$ cat src/rtl/ber_counter_pkg.sv
package ber_counter_pkg;

    // Byte selector for host reads; the order is what the host relies on
    typedef enum logic [1:0] {
        RD_HI   = 2'd0,
        RD_MID  = 2'd1,
        RD_LO   = 2'd2,
        RD_NONE = 2'd3
    } rd_sel_e;

endpackage

$ cat src/rtl/ber_accum.sv
module ber_accum #(
    parameter int CNT_W  = 23,
    parameter int FIX_W  = 4,
    parameter int WEIGHT = 9
) (
    input  logic             clk,
    input  logic             rst_n,
    input  logic             clr,
    input  logic             drain,
    input  logic [CNT_W-1:0] drain_val,
    input  logic             blk_valid,
    input  logic [FIX_W-1:0] blk_fixed,
    input  logic             blk_bad,
    output logic [CNT_W-1:0] cnt
);

    localparam int             SW   = CNT_W + 1;
    localparam logic [SW-1:0]  MAXW = {1'b0, {CNT_W{1'b1}}};

    typedef struct packed {
        logic [CNT_W-1:0] cnt;
    } acc_t;

    acc_t          acc_d, acc_q;
    logic [SW-1:0] step;
    logic [SW-1:0] sum;

    always_comb begin
        acc_d = acc_q;
        step  = blk_bad ? SW'(WEIGHT) : SW'(blk_fixed);
        sum   = {1'b0, acc_q.cnt} + step;
        if (clr) begin
            acc_d.cnt = '0;
        end else if (drain) begin
            // snapshot never exceeds live value; guard anyway
            acc_d.cnt = (drain_val > acc_q.cnt) ? '0 : acc_q.cnt - drain_val;
        end else if (blk_valid) begin
            acc_d.cnt = (sum > MAXW) ? MAXW[CNT_W-1:0] : sum[CNT_W-1:0];
        end
    end

    always_ff @(posedge clk or negedge rst_n) begin
        if (!rst_n) acc_q <= '0;
        else        acc_q <= acc_d;
    end

    assign cnt = acc_q.cnt;

endmodule

$ cat src/rtl/ber_readout.sv
module ber_readout
    import ber_counter_pkg::*;
#(
    parameter int BYTE_W = 8,
    parameter int CNT_W  = 3 * BYTE_W - 1
) (
    input  logic              clk,
    input  logic              rst_n,
    input  logic              sw_clear,
    input  logic              rd_stb,
    input  logic [1:0]        rd_idx,
    input  logic              sync_ok,
    input  logic [CNT_W-1:0]  cnt,
    output logic [CNT_W-1:0]  shadow,
    output logic              armed,
    output logic [BYTE_W-1:0] rd_data
);

    typedef struct packed {
        logic [CNT_W-1:0]  shadow;
        logic              armed;
        logic [BYTE_W-1:0] rdata;
    } rdo_t;

    rdo_t    rdo_d, rdo_q;
    rd_sel_e sel;

    always_comb begin
        rdo_d = rdo_q;
        sel   = rd_sel_e'(rd_idx);
        if (rd_stb) begin
            case (sel)
                RD_HI: begin
                    rdo_d.shadow = cnt;
                    rdo_d.armed  = 1'b1;
                    rdo_d.rdata  = {~sync_ok, cnt[CNT_W-1:2*BYTE_W]};
                end
                RD_MID: rdo_d.rdata = rdo_q.shadow[2*BYTE_W-1:BYTE_W];
                RD_LO: begin
                    rdo_d.rdata = rdo_q.armed ? rdo_q.shadow[BYTE_W-1:0]
                                              : cnt[BYTE_W-1:0];
                    rdo_d.armed = 1'b0;
                end
                default: rdo_d.rdata = '0;
            endcase
        end
        if (sw_clear) begin
            rdo_d.shadow = '0;
            rdo_d.armed  = 1'b0;
        end
    end

    always_ff @(posedge clk or negedge rst_n) begin
        if (!rst_n) rdo_q <= '0;
        else        rdo_q <= rdo_d;
    end

    assign shadow  = rdo_q.shadow;
    assign armed   = rdo_q.armed;
    assign rd_data = rdo_q.rdata;

endmodule

$ cat src/rtl/ber_counter.sv
module ber_counter
    import ber_counter_pkg::*;
#(
    parameter int BYTE_W  = 8,
    parameter int WEIGHT  = 9,
    parameter int MAX_FIX = 8,
    parameter int FIX_W   = $clog2(MAX_FIX + 1)
) (
    input  logic              clk,
    input  logic              rst_n,
    input  logic              sw_clear,
    input  logic              blk_valid,
    input  logic [FIX_W-1:0]  blk_fixed,
    input  logic              blk_uncorr,
    input  logic              blk_unsync,
    input  logic              sync_ok,
    input  logic              rd_stb,
    input  logic [1:0]        rd_idx,
    output logic [BYTE_W-1:0] rd_data
);

    localparam int CNT_W = 3 * BYTE_W - 1;

    logic [CNT_W-1:0] live_cnt;
    logic [CNT_W-1:0] shadow;
    logic             armed;
    logic             drain;
    logic [CNT_W-1:0] drain_val;

    // low-byte read closes a read sequence: remove what was reported
    assign drain     = rd_stb && (rd_sel_e'(rd_idx) == RD_LO);
    assign drain_val = armed ? shadow : live_cnt;

    ber_accum #(
        .CNT_W  (CNT_W),
        .FIX_W  (FIX_W),
        .WEIGHT (WEIGHT)
    ) u_accum (
        .clk       (clk),
        .rst_n     (rst_n),
        .clr       (sw_clear),
        .drain     (drain),
        .drain_val (drain_val),
        .blk_valid (blk_valid),
        .blk_fixed (blk_fixed),
        .blk_bad   (blk_uncorr | blk_unsync),
        .cnt       (live_cnt)
    );

    ber_readout #(
        .BYTE_W (BYTE_W),
        .CNT_W  (CNT_W)
    ) u_readout (
        .clk      (clk),
        .rst_n    (rst_n),
        .sw_clear (sw_clear),
        .rd_stb   (rd_stb),
        .rd_idx   (rd_idx),
        .sync_ok  (sync_ok),
        .cnt      (live_cnt),
        .shadow   (shadow),
        .armed    (armed),
        .rd_data  (rd_data)
    );

endmodule

$ cat config.mk
export PLATFORM = sky130hd
export DESIGN_NAME = ber_counter
export DESIGN_NICKNAME = d
export VERILOG_FILES = /design/src/rtl/ber_counter_pkg.sv /design/src/rtl/ber_accum.sv /design/src/rtl/ber_readout.sv /design/src/rtl/ber_counter.sv
export SDC_FILE = /design/constraint.sdc
export NUM_CORES = 1
export LEC_CHECK = 0
export BUFFER_PORTS_ARGS = -buffer_cell sky130_fd_sc_hd__clkbuf_2
export CAP_MARGIN = 20
export CORE_MARGIN = 2
export CORE_UTILIZATION = 55
export DETAILED_ROUTE_END_ITERATION = 6
export PLACE_DENSITY = 0.73
export REMOVE_ABC_BUFFERS = 1
export SKIP_LAST_GASP = 1
export SYNTH_ARGS = -nofsm -noshare
export SYNTH_HDL_FRONTEND = slang
export SYNTH_SLANG_ARGS = --single-unit
$ cat constraint.sdc
create_clock -name clk -period 4.1 [get_ports clk]
set_clock_uncertainty 0.1 [all_clocks]
set_input_delay 1.23 -clock clk [delete_from_list [all_inputs] [get_ports clk]]
set_output_delay 1.23 -clock clk [all_outputs]
set_load 0.02 [all_outputs]
==> results of run 1 <==
[per-layer routing]
layer  share of wire (%)  wire length, um  global-route usage, %
met1                  45             5860                   44.0
met2                  44             5790                   46.4
met3                 9.0             1170                   5.51
met4                 1.7              225                   7.73
met5                   0                0                      0
[worst register-to-register path, stage by stage, from the launching register on]
cell      delay, ns
dfrtp_1        0.84
mux2i_1        0.44
ha_1           0.30
nor2b_1        0.14
o31ai_1        0.62
a211oi_2       0.25
o21ai_2        0.34
a31oi_2        0.13
buf_4          0.24
o221ai_1       0.29
a211oi_2       0.09
[where the power goes]
group / leakage [nW] / switching [W] / total, W / internal [W]
registers: 0.746 / 0.0000436 / 0.000615 / 0.000571
logic: 1.36 / 0.000534 / 0.000890 / 0.000356
clock network: 0.0502 / 0.000190 / 0.000369 / 0.000179
[cells in the mapped netlist, types with 3 or more instances]
cell / count / share of area, %
dfrtp_1: 55 / 30
a21oi_1: 51 / 5.6
mux2i_1: 32 / 7.1
nand2_1: 30 / 2.5
nor2_1: 30 / 2.5
ha_1: 27 / 7.4
a22o_1: 24 / 4.6
nand3_1: 19 / 2.1
o21ai_0: 18 / 2.0
a31oi_1: 15 / 2.1
clkbuf_1: 14 / 1.2
buf_2: 13 / 1.4
a21o_1: 11 / 1.8
inv_1: 11 / 0.91
xnor2_1: 11 / 2.1
xor2_1: 10 / 1.9
o21a_1: 9 / 1.5
and3_1: 8 / 1.1
nand2b_1: 8 / 1.1
nor3_1: 8 / 0.88
o221ai_1: 8 / 1.5
and2_1: 7 / 0.97
nand4_1: 5 / 0.69
o211ai_1: 5 / 0.83
or3_1: 5 / 0.69
a41oi_1: 4 / 0.77
and4_1: 4 / 0.77
o22ai_1: 4 / 0.55
o31ai_2: 4 / 1.1
a21oi_2: 3 / 0.58
buf_1: 3 / 0.25
o31ai_1: 3 / 0.50
[sequential cells by signal, summed over array words and instances, names as in the netlist]
register,count
u_readout.shadow,23
u_accum.cnt,23
u_readout.rd_data,8
u_readout.armed,1
[how the worst max path moves through the flow]
stage	startpoint	to	slack, ns	depth (start not counted)
2_1_floorplan	u_readout.armed$_DFFE_PN0P_	u_accum.cnt[18]$_DFFE_PN0P_	0.38	9
3_3_place_gp	blk_unsync	u_accum.cnt[12]$_DFFE_PN0P_	0.37	11
5_1_grt	u_readout.armed$_DFFE_PN0P_	u_accum.cnt[20]$_DFFE_PN0P_	0.12	10
4_1_cts	u_readout.armed$_DFFE_PN0P_	u_accum.cnt[20]$_DFFE_PN0P_	0.33	10
3_5_place_dp	blk_unsync	u_accum.cnt[12]$_DFFE_PN0P_	0.31	11
6_report	u_readout.armed$_DFFE_PN0P_	u_accum.cnt[20]$_DFFE_PN0P_	0.22	10
[cell type report]
class                   instances  area, sq um  share of cell area, %
clock inverters                 2         37.5                  0.764
well taps                     105          131                   2.68
multi-input cells             408         2990                   60.9
inverters                      11         41.3                  0.841
clock buffers                   5         68.8                   1.40
repair buffers                 42          263                   5.35
flip-flops and latches         55         1380                   28.0
[per-stage QoR]
| stage | setup slack, ns | power, W | instances |
|---|---|---|---|
| after floorplan | 0.378 | 0.00124 | 474 |
| after global placement | 0.372 | 0.00148 | 621 |
| after detailed placement | 0.314 | 0.00150 | 621 |
| after CTS | 0.330 | 0.00186 | 628 |
| after global routing | 0.120 | 0.00198 | 628 |
| final | 0.216 | 0.00187 | 628 |
[kinds of logic (layout without fill, tap and decap cells)]
family	Yosys count	in the layout	synth area share [%]
muxes	32	32	7.06
DFF	55	55	30.3
AOI/OAI and AO/OA	186	186	30.1
buffers and inverters	42	60	3.92
adders and majority gates	29	29	8.33
and+or+nand+nor	140	140	16.2
xor gates and xnor gates	21	21	4.06
==> run_results.csv, run 1 <==
group,metric,value,unit
cts,cts_htree_levels,2,
cts,clk-insertion-delay-late,0.31,ns
finish,layout-drive-gt1-share,14.0,%
yosys,synth_seq_area_share,30.3,%
run,max_cap_violation_count,0,
sta,finalCriticalPeriod,3.88,ns
place,hpwlAfterDp,9.69,mm
critical_path,path_max_fanout,20,
floorplanning,dieHeight,94.8,um
yosys,area_of_the_mapped_netlist,4540,sq um
critical_path,r2r_setup_slack,0.22,ns
sta,final_layout_worst_hold_slack,0.387,ns
hold_path,whs_path_depth,1,
yosys,synth_enable_flop_cells,0,
critical_path,worstSetupEndpointType,"register",
sta,max_clock_freq,0.257,GHz
power,pwrdens,382,nW/um^2
finish,most_common_cell_after_layout_fill_and_taps_aside,"dfrtp_1",
sta,setup_viol,0,
hold_path,holdPathEnd,"u_readout.rd_data[4]$_DFFE_PN0P_",
critical_path,setup.worst_path.class,"reg2reg",
drt,num_vias,4297,
cts,clockBufferDepth,2,
finish,nFillCells,718,
place,numPortBuffers,21,
finish,area_delta_synth_final,8.28,%
floorplanning,std_cell_rows,33,
global_route,vias_in_the_first_global_route,4010,
global_route,grt_max_degree,34,
finish,final_core_util,60.7,%
sta,timing_worst_slew_pin_value,0.869,ns
sta,final-hold-violation-count,0,
critical_path,startpoint_type,"register",
hold_path,hold_path.class,"reg2reg",
global_route,antenna_found_initial,0,
yosys,ys.warnings.count,0,
floorplanning,core-area,8090,sq um
finish,diodes,0,
sta,post-route-period-util,94.7,%
finish,post-route-cell-area,4910,sq um
yosys,synthDistinctLibCells,68,
power,vdd.ir_drop.worst,0.186,mV
critical_path,cp_top_family,"compound AO/OA/AOI/OAI gates",
drt,drc_errors_left,0,
critical_path,critPathRequiredTime,4.19,ns
critical_path,cp_num_buf_inv,1,
drt,drt.antenna.violating_nets,0,
drt,post_drt_via_cell_ratio,6.84,
floorplanning,die-area,8990,sq um
hold_path,hold_path.startpoint,"u_readout.rd_data[4]$_DFFE_PN0P_",
drt,drt-wirelength-per-cell,20.8,um
cts,cts_buffers,5,
finish,final_cell_mix,"55 x dfrtp_1, 51 x a21oi_1, 32 x mux2i_1",
cts,cts-resized-gates,0,
floorplanning,pin_count,22,
sta,timing.final.max_slew_violations,0,
sta,total_negative_setup_slack,0,ns
yosys,postSynthAreaPerCell,8.98,sq um
sta,maxSlewHeadroom,42.1,%
cts,cts.sinks,55,
critical_path,r2r_cells,10,
global_route,globalRouteOverflowTotal,0,
power,power.static_leakage,2.16,nW
cts,post_cts.repair.setup_buffers,0,
critical_path,timing.critical_path.slowest_stage_cell,"dfrtp_1",
critical_path,max_stage_delay,0.84,ns
drt,firstDrtPassIters,5,
global_route,globalRouteTotalUtil,30.3,%
yosys,proportion_of_register_bits_with_asynchronous_set_or_reset_after_synthesis,100,%
cts,cts_hold_buffers,0,
cts,clkTransAtPathRegs,0.10,ns
place,gp_routability_congestion,1.01,
drt,dr.first_iter.drc_count,572,
yosys,synthCells,505,
critical_path,path_cells,"mux2i_1 > ha_1 > nor2b_1 > o31ai_1 > a211oi_2 > o21ai_2 > a31oi_2 > buf_4 > o221ai_1 > a211oi_2",
sta,rsz_0062_raised_after_global_routing,"no",
finish,nNetsFinal,566,
floorplanning,die_x,94.8,um
cts,root_buffer,"clkbuf_8",
critical_path,r2r-end,"u_accum.cnt[20]$_DFFE_PN0P_",
yosys,synth_top_flop_cell,"dfrtp_1",
drt,wl,13.0,mm
critical_path,cp.arrival,3.98,ns
floorplanning,floorplan.initialDensity,56.0,%
cts,clock_tree_from_tritoncts,"built",
critical_path,worstReg2RegStart,"u_readout.armed$_DFFE_PN0P_",
place,placedInstanceArea,4800,sq um
yosys,ys_seq_elements,55,
global_route,first_pass_grt_wire_length,21.0,mm
critical_path,critical-path-top-cell-by-count,"a211oi_2",
status,outcome,"complete, no violations",
(Power assumes the default switching activity.)
==> run 2: changes to the inputs <==
CORE_UTILIZATION = 63   (was 55)
PLACE_DENSITY = 0.82   (was 0.73)
==> run 2 against run 1 <==
Effect of this change: the run now ends with design-rule violations left; worst setup slack improved by 0.27 ns; sequential share of layout area rose by 0.19 points; critical path depth rose by 1; clock power fell by 12%; die area fell by 12%; final area fell by 0.69%; final cell count fell by 1.4%; utilization rose by 10 points; critical path type unchanged.
==> run_results.csv, run 2 (synthesis results as in run 1) <==
group,metric,value,unit
sta,max_clock_freq,0.277,GHz
critical_path,startpoint_type,"register",
hold_path,whs_path_depth,1,
power,vdd.ir_drop.worst,0.261,mV
critical_path,cp_num_buf_inv,3,
hold_path,hold_path.class,"reg2reg",
floorplanning,std_cell_rows,30,
finish,most_common_cell_after_layout_fill_and_taps_aside,"dfrtp_1",
drt,dr.first_iter.drc_count,601,
critical_path,cp_top_family,"compound AO/OA/AOI/OAI gates",
floorplanning,die_x,88.9,um
power,power.static_leakage,2.15,nW
sta,setup_viol,0,
drt,drt-wirelength-per-cell,22.0,um
finish,nNetsFinal,565,
floorplanning,dieHeight,88.9,um
run,max_cap_violation_count,0,
sta,timing.final.max_slew_violations,0,
cts,clock_tree_from_tritoncts,"built",
global_route,antenna_found_initial,0,
cts,cts.sinks,55,
sta,total_negative_setup_slack,0,ns
cts,clk-insertion-delay-late,0.32,ns
floorplanning,die-area,7890,sq um
sta,maxSlewHeadroom,51.1,%
critical_path,worstSetupEndpointType,"register",
sta,finalCriticalPeriod,3.61,ns
critical_path,r2r_cells,11,
drt,wl,13.6,mm
floorplanning,core-area,6870,sq um
cts,clkTransAtPathRegs,0.11,ns
hold_path,holdPathEnd,"u_readout.rd_data[7]$_DFFE_PN0P_",
finish,final_cell_mix,"55 x dfrtp_1, 51 x a21oi_1, 32 x mux2i_1",
cts,cts-resized-gates,0,
sta,timing_worst_slew_pin_value,0.728,ns
critical_path,max_stage_delay,0.52,ns
sta,rsz_0062_raised_after_global_routing,"no",
global_route,globalRouteOverflowTotal,0,
global_route,globalRouteTotalUtil,35.6,%
cts,cts_buffers,5,
global_route,vias_in_the_first_global_route,4022,
place,numPortBuffers,21,
place,numPlacedInstances,611,
drt,drc_errors_left,6,
cts,clockBufferDepth,2,
status,outcome,"finished, violations left",
critical_path,r2r_setup_slack,0.49,ns
critical_path,worstReg2RegStart,"u_readout.armed$_DFFE_PN0P_",
place,hpwlAfterDp,9.99,mm
floorplanning,pin_count,22,
place,placedInstanceArea,4790,sq um
global_route,grt_max_degree,39,
critical_path,path_max_fanout,20,
critical_path,critPathRequiredTime,4.18,ns
drt,drt.antenna.violating_nets,0,
finish,diodes,0,
cts,root_buffer,"clkbuf_8",
cts,post_cts.repair.setup_buffers,0,
global_route,first_pass_grt_wire_length,21.4,mm
sta,post-route-period-util,88.2,%
critical_path,timing.critical_path.slowest_stage_cell,"dfrtp_1",
place,gp_routability_congestion,1.01,
finish,post-route-cell-area,4880,sq um
critical_path,cp.arrival,3.70,ns
floorplanning,floorplan.initialDensity,66.0,%
critical_path,path_cells,"buf_4 > buf_4 > mux2i_1 > ha_1 > a21oi_1 > o21bai_1 > a21oi_1 > a31oi_2 > buf_4 > a21oi_1 > nor4_2",
drt,post_drt_via_cell_ratio,7.10,
finish,area_delta_synth_final,7.53,%
finish,layout-drive-gt1-share,14.0,%
status,violations,"design-rule violations",
sta,final-hold-violation-count,0,
cts,cts_htree_levels,2,
critical_path,r2r-end,"u_accum.cnt[4]$_DFFE_PN0P_",
sta,final_layout_worst_hold_slack,0.388,ns
hold_path,hold_path.startpoint,"u_readout.rd_data[7]$_DFFE_PN0P_",
finish,final-instance-count-excl-fill,619,
cts,cts_hold_buffers,0,
drt,firstDrtPassIters,7,
drt,num_vias,4395,
power,pwrdens,377,nW/um^2
critical_path,setup.worst_path.class,"reg2reg",
-- run 2: layout make-up --
class | count | area (sq um)
Clock inverter | 3 | 22.5
Clock buffer | 5 | 68.8
Multi-Input combinational cell | 408 | 2990
Tap cell | 96 | 120
Timing Repair Buffer | 41 | 255
Fill cell | 549 | 1990
Inverter | 11 | 41.3
Sequential cell | 55 | 1380
-- run 2: routing by layer --
layer | GRT usage [%] | vias to the layer above | routed length, um
li1 | - | 1968 | -
met1 | 53.3 | 2116 | 5980
met2 | 53.0 | 279 | 6010
met3 | 6.81 | 32 | 1460
met4 | 8.26 | 0 | 195
met5 | 0 | - | 0
-- run 2: worst reg2reg max path: cells and delay by family, from the launching register on --
kind	cells	cell delay (ns)
DFF	1	0.52
AOI/OAI and AO/OA	5	1.22
buffers and inverters	3	0.82
muxes	1	0.37
adders and majority gates	1	0.37
and+or+nand+nor	1	0.08
-- run 2: power by group --
group | switching (W) | total, W | internal, W
registers | 0.0000439 | 0.000615 | 0.000571
clock network | 0.000200 | 0.000323 | 0.000123
logic | 0.000547 | 0.000901 | 0.000354
total | 0.000791 | 0.00184 | 0.00105
-- run 2: worst max path at each step --
stage,to,cells past startpoint,from
3_3_place_gp,u_accum.cnt[8]$_DFFE_PN0P_,11,blk_unsync
3_5_place_dp,u_accum.cnt[15]$_DFFE_PN0P_,10,blk_unsync
2_1_floorplan,u_accum.cnt[18]$_DFFE_PN0P_,9,u_readout.armed$_DFFE_PN0P_
5_1_grt,u_accum.cnt[4]$_DFFE_PN0P_,10,u_readout.armed$_DFFE_PN0P_
4_1_cts,u_accum.cnt[9]$_DFFE_PN0P_,11,u_readout.armed$_DFFE_PN0P_
6_report,u_accum.cnt[4]$_DFFE_PN0P_,11,u_readout.armed$_DFFE_PN0P_
-- run 2: stage by stage --
| stage | power, W | util (%) | setup slack, ns |
|---|---|---|---|
| 2_1_floorplan | 0.00124 | - | 0.378 |
| 6_report | 0.00184 | 71.0 | 0.485 |
| 5_1_grt | 0.00194 | 71.0 | 0.295 |
| 3_3_place_gp | 0.00148 | 69.7 | 0.411 |
| 3_5_place_dp | 0.00150 | 69.7 | 0.334 |
| 4_1_cts | 0.00181 | 71.0 | 0.559 |
==> run 3: changes to the inputs <==
CORE_UTILIZATION = 57   (was 63)
PLACE_DENSITY = 0.78   (was 0.82)
clock period = 3.2 ns   (was 4.1 ns; I/O delays follow)
==> run 3 against run 2 <==
Effect of this change: the flow now finishes without violations; final cell count up 7.1%; final area increased by 9.0%; critical path type unchanged; global-route usage shrank 2.8 points; highest routed layer unchanged; clock power grew 44%; critical path depth unchanged; total power rose by 40%; via count shrank 1.1%.
==> run_results.csv, run 3 (synthesis results as in run 1) <==
group,metric,value,unit
sta,final_layout_worst_hold_slack,0.387,ns
drt,drt-wirelength-per-cell,20.7,um
hold_path,hold_path.class,"reg2reg",
drt,dr.first_iter.drc_count,362,
critical_path,setup.worst_path.class,"reg2reg",
drt,drt.antenna.violating_nets,0,
drt,met3WireLength,1.07,mm
cts,cts_htree_levels,2,
sta,rsz_0062_raised_after_global_routing,"yes",
cts,cts_hold_buffers,0,
critical_path,startpoint_type,"register",
critical_path,critPathRequiredTime,3.31,ns
floorplanning,pin_count,22,
power,share_clk_of_total_power,18.1,%
drt,post_drt_via_cell_ratio,6.55,
floorplanning,die_x,93.2,um
cts,post_cts.repair.setup_buffers,0,
sta,final-hold-violation-count,0,
drt,firstDrtPassIters,5,
finish,diodes,0,
cts,clock_tree_from_tritoncts,"built",
global_route,vias_in_the_first_global_route,4287,
drt,detail_route.wirelength.met1,6.25,mm
floorplanning,die-area,8690,sq um
sta,timing.final.max_slew_violations,0,
sta,max_clock_freq,0.326,GHz
cts,root_buffer,"clkbuf_8",
global_route,globalRouteOverflowTotal,0,
critical_path,timing.critical_path.slowest_stage_cell,"dfrtp_1",
power,power.switching_fraction,40.3,%
cts,cts.sinks,55,
power,p_seq_share,30.3,%
finish,nNetsFinal,604,
place,numPortBuffers,21,
global_route,first_pass_grt_wire_length,22.3,mm
sta,setup_viol,0,
place,hpwlAfterDp,10.6,mm
cts,clockBufferDepth,2,
finish,area_delta_synth_final,17.2,%
critical_path,worstSetupEndpointType,"register",
finish,final_cell_mix,"55 x buf_4, 55 x dfrtp_1, 47 x a21oi_1",
critical_path,max_stage_delay,0.40,ns
power,power_report.internal_total,0.00153,W
floorplanning,dieHeight,93.2,um
power,power.static_leakage,2.37,nW
sta,post-route-period-util,95.9,%
global_route,antenna_found_initial,0,
drt,drc_errors_left,0,
critical_path,cp.arrival,3.17,ns
sta,timing_worst_slew_pin_value,0.661,ns
floorplanning,std_cell_rows,32,
power,combinationalPowerShare,51.6,%
finish,nFillCells,603,
power,vdd.ir_drop.worst,0.290,mV
critical_path,path_max_fanout,20,
sta,maxSlewHeadroom,55.9,%
run,max_cap_violation_count,0,
power,total_switching_power,0.00104,W
critical_path,path_cells,"buf_4 > mux2i_1 > ha_1 > and4_1 > nand2_1 > a211oi_4 > o21ai_2 > a31oi_2 > buf_12 > nand2_2 > o31ai_2",
drt,top_layer_used_by_detailed_routing,"met4",
cts,cts_buffers,5,
cts,clkTransAtPathRegs,0.10,ns
power,pwrdens,484,nW/um^2
finish,final_core_util,68.8,%
sta,finalCriticalPeriod,3.07,ns
global_route,globalRouteTotalUtil,32.8,%
global_route,grt_max_degree,35,
drt,num_vias,4345,
place,gp_routability_congestion,1.02,
drt,wl,13.7,mm
cts,clk-insertion-delay-late,0.30,ns
floorplanning,core-area,7730,sq um
floorplanning,floorplan.initialDensity,58.7,%
status,outcome,"complete, no violations",
drt,route.met2.wl,6.25,mm
finish,layout-drive-gt1-share,22.3,%
## run 3: cell count changes in the layout (fill, tap and decap cells not counted), sizes merged
cell,before,now
bufinv,0,1
inv,12,11
clkinv,2,0
buf,20,59
clkinvlp,0,1
## run 3: per-stage QoR
step / total power [W] / setup slack, ns / setup TNS (ns) / cells / area [sq um]
after global routing: 0.00271 / -0.0287 / -0.0601 / 663 / 5320
after detailed placement: 0.00203 / -0.143 / -1.37 / 656 / 5120
after CTS: 0.00249 / 0.0343 / 0 / 663 / 5240
final: 0.00257 / 0.133 / 0 / 663 / 5320
after global placement: 0.00200 / -0.136 / -1.21 / 656 / 5120
after floorplan: 0.00159 / -0.522 / -9.12 / 474 / 4400
## run 3: worst max-delay path, delay by kind of cell, from the launching register on
family	cells	cell delay, ns
mux	1	0.11
fa+ha+maj	1	0.38
buf+inv	2	0.47
simple gates	3	0.51
compound gates	4	0.98
flops	1	0.40
## run 3: routing by layer
layer	global-route usage (%)	vias to the layer above
met3	4.43	15
met2	50.4	201
met1	49.3	2090
li1	-	2039
met4	6.86	0
met5	0	-
## run 3: power groups by stage
stage	Combinational (W)	Clock (W)	Sequential, W
floorplan	0.000790	0	0.000803
finish	0.00133	0.000466	0.000780
detailed placement	0.00124	0	0.000789
CTS	0.00125	0.000469	0.000776
global placement	0.00122	0	0.000788
global route	0.00143	0.000496	0.000785
## run 3: final cells by class
class	count	area, sq um	area share [%]
repair buffers	80	589	11.1
flip-flops and latches	55	1380	25.9
clock inverters	2	37.5	0.706
clock buffers	5	68.8	1.29
well taps	102	128	2.40
inverters	11	41.3	0.777
multi-input cells	408	3080	57.8
## run 3: worst paths after layout
kind                       cells past startpoint                          endpoint  slack, ns                              from
hold / removal                                 1  u_readout.rd_data[4]$_DFFE_PN0P_       0.39  u_readout.rd_data[4]$_DFFE_PN0P_
max in group asynchronous                      2  u_readout.shadow[14]$_DFFE_PN0P_       1.83                             rst_n
setup / recovery                              11       u_accum.cnt[22]$_DFFE_PN0P_       0.13       u_readout.armed$_DFFE_PN0P_
hold reg to reg                                1  u_readout.rd_data[4]$_DFFE_PN0P_       0.39  u_readout.rd_data[4]$_DFFE_PN0P_
setup reg to reg                              11       u_accum.cnt[22]$_DFFE_PN0P_       0.13       u_readout.armed$_DFFE_PN0P_
min in group asynchronous                      1   u_readout.shadow[2]$_DFFE_PN0P_       0.56                             rst_n
## run 3: repair_timing
item | 4_1_cts | 5_1_grt
cloned | 0 | 0
endpoints found under the setup margin | 1 | 16
pin swaps | 0 | 3
resized for setup | 1 | 19
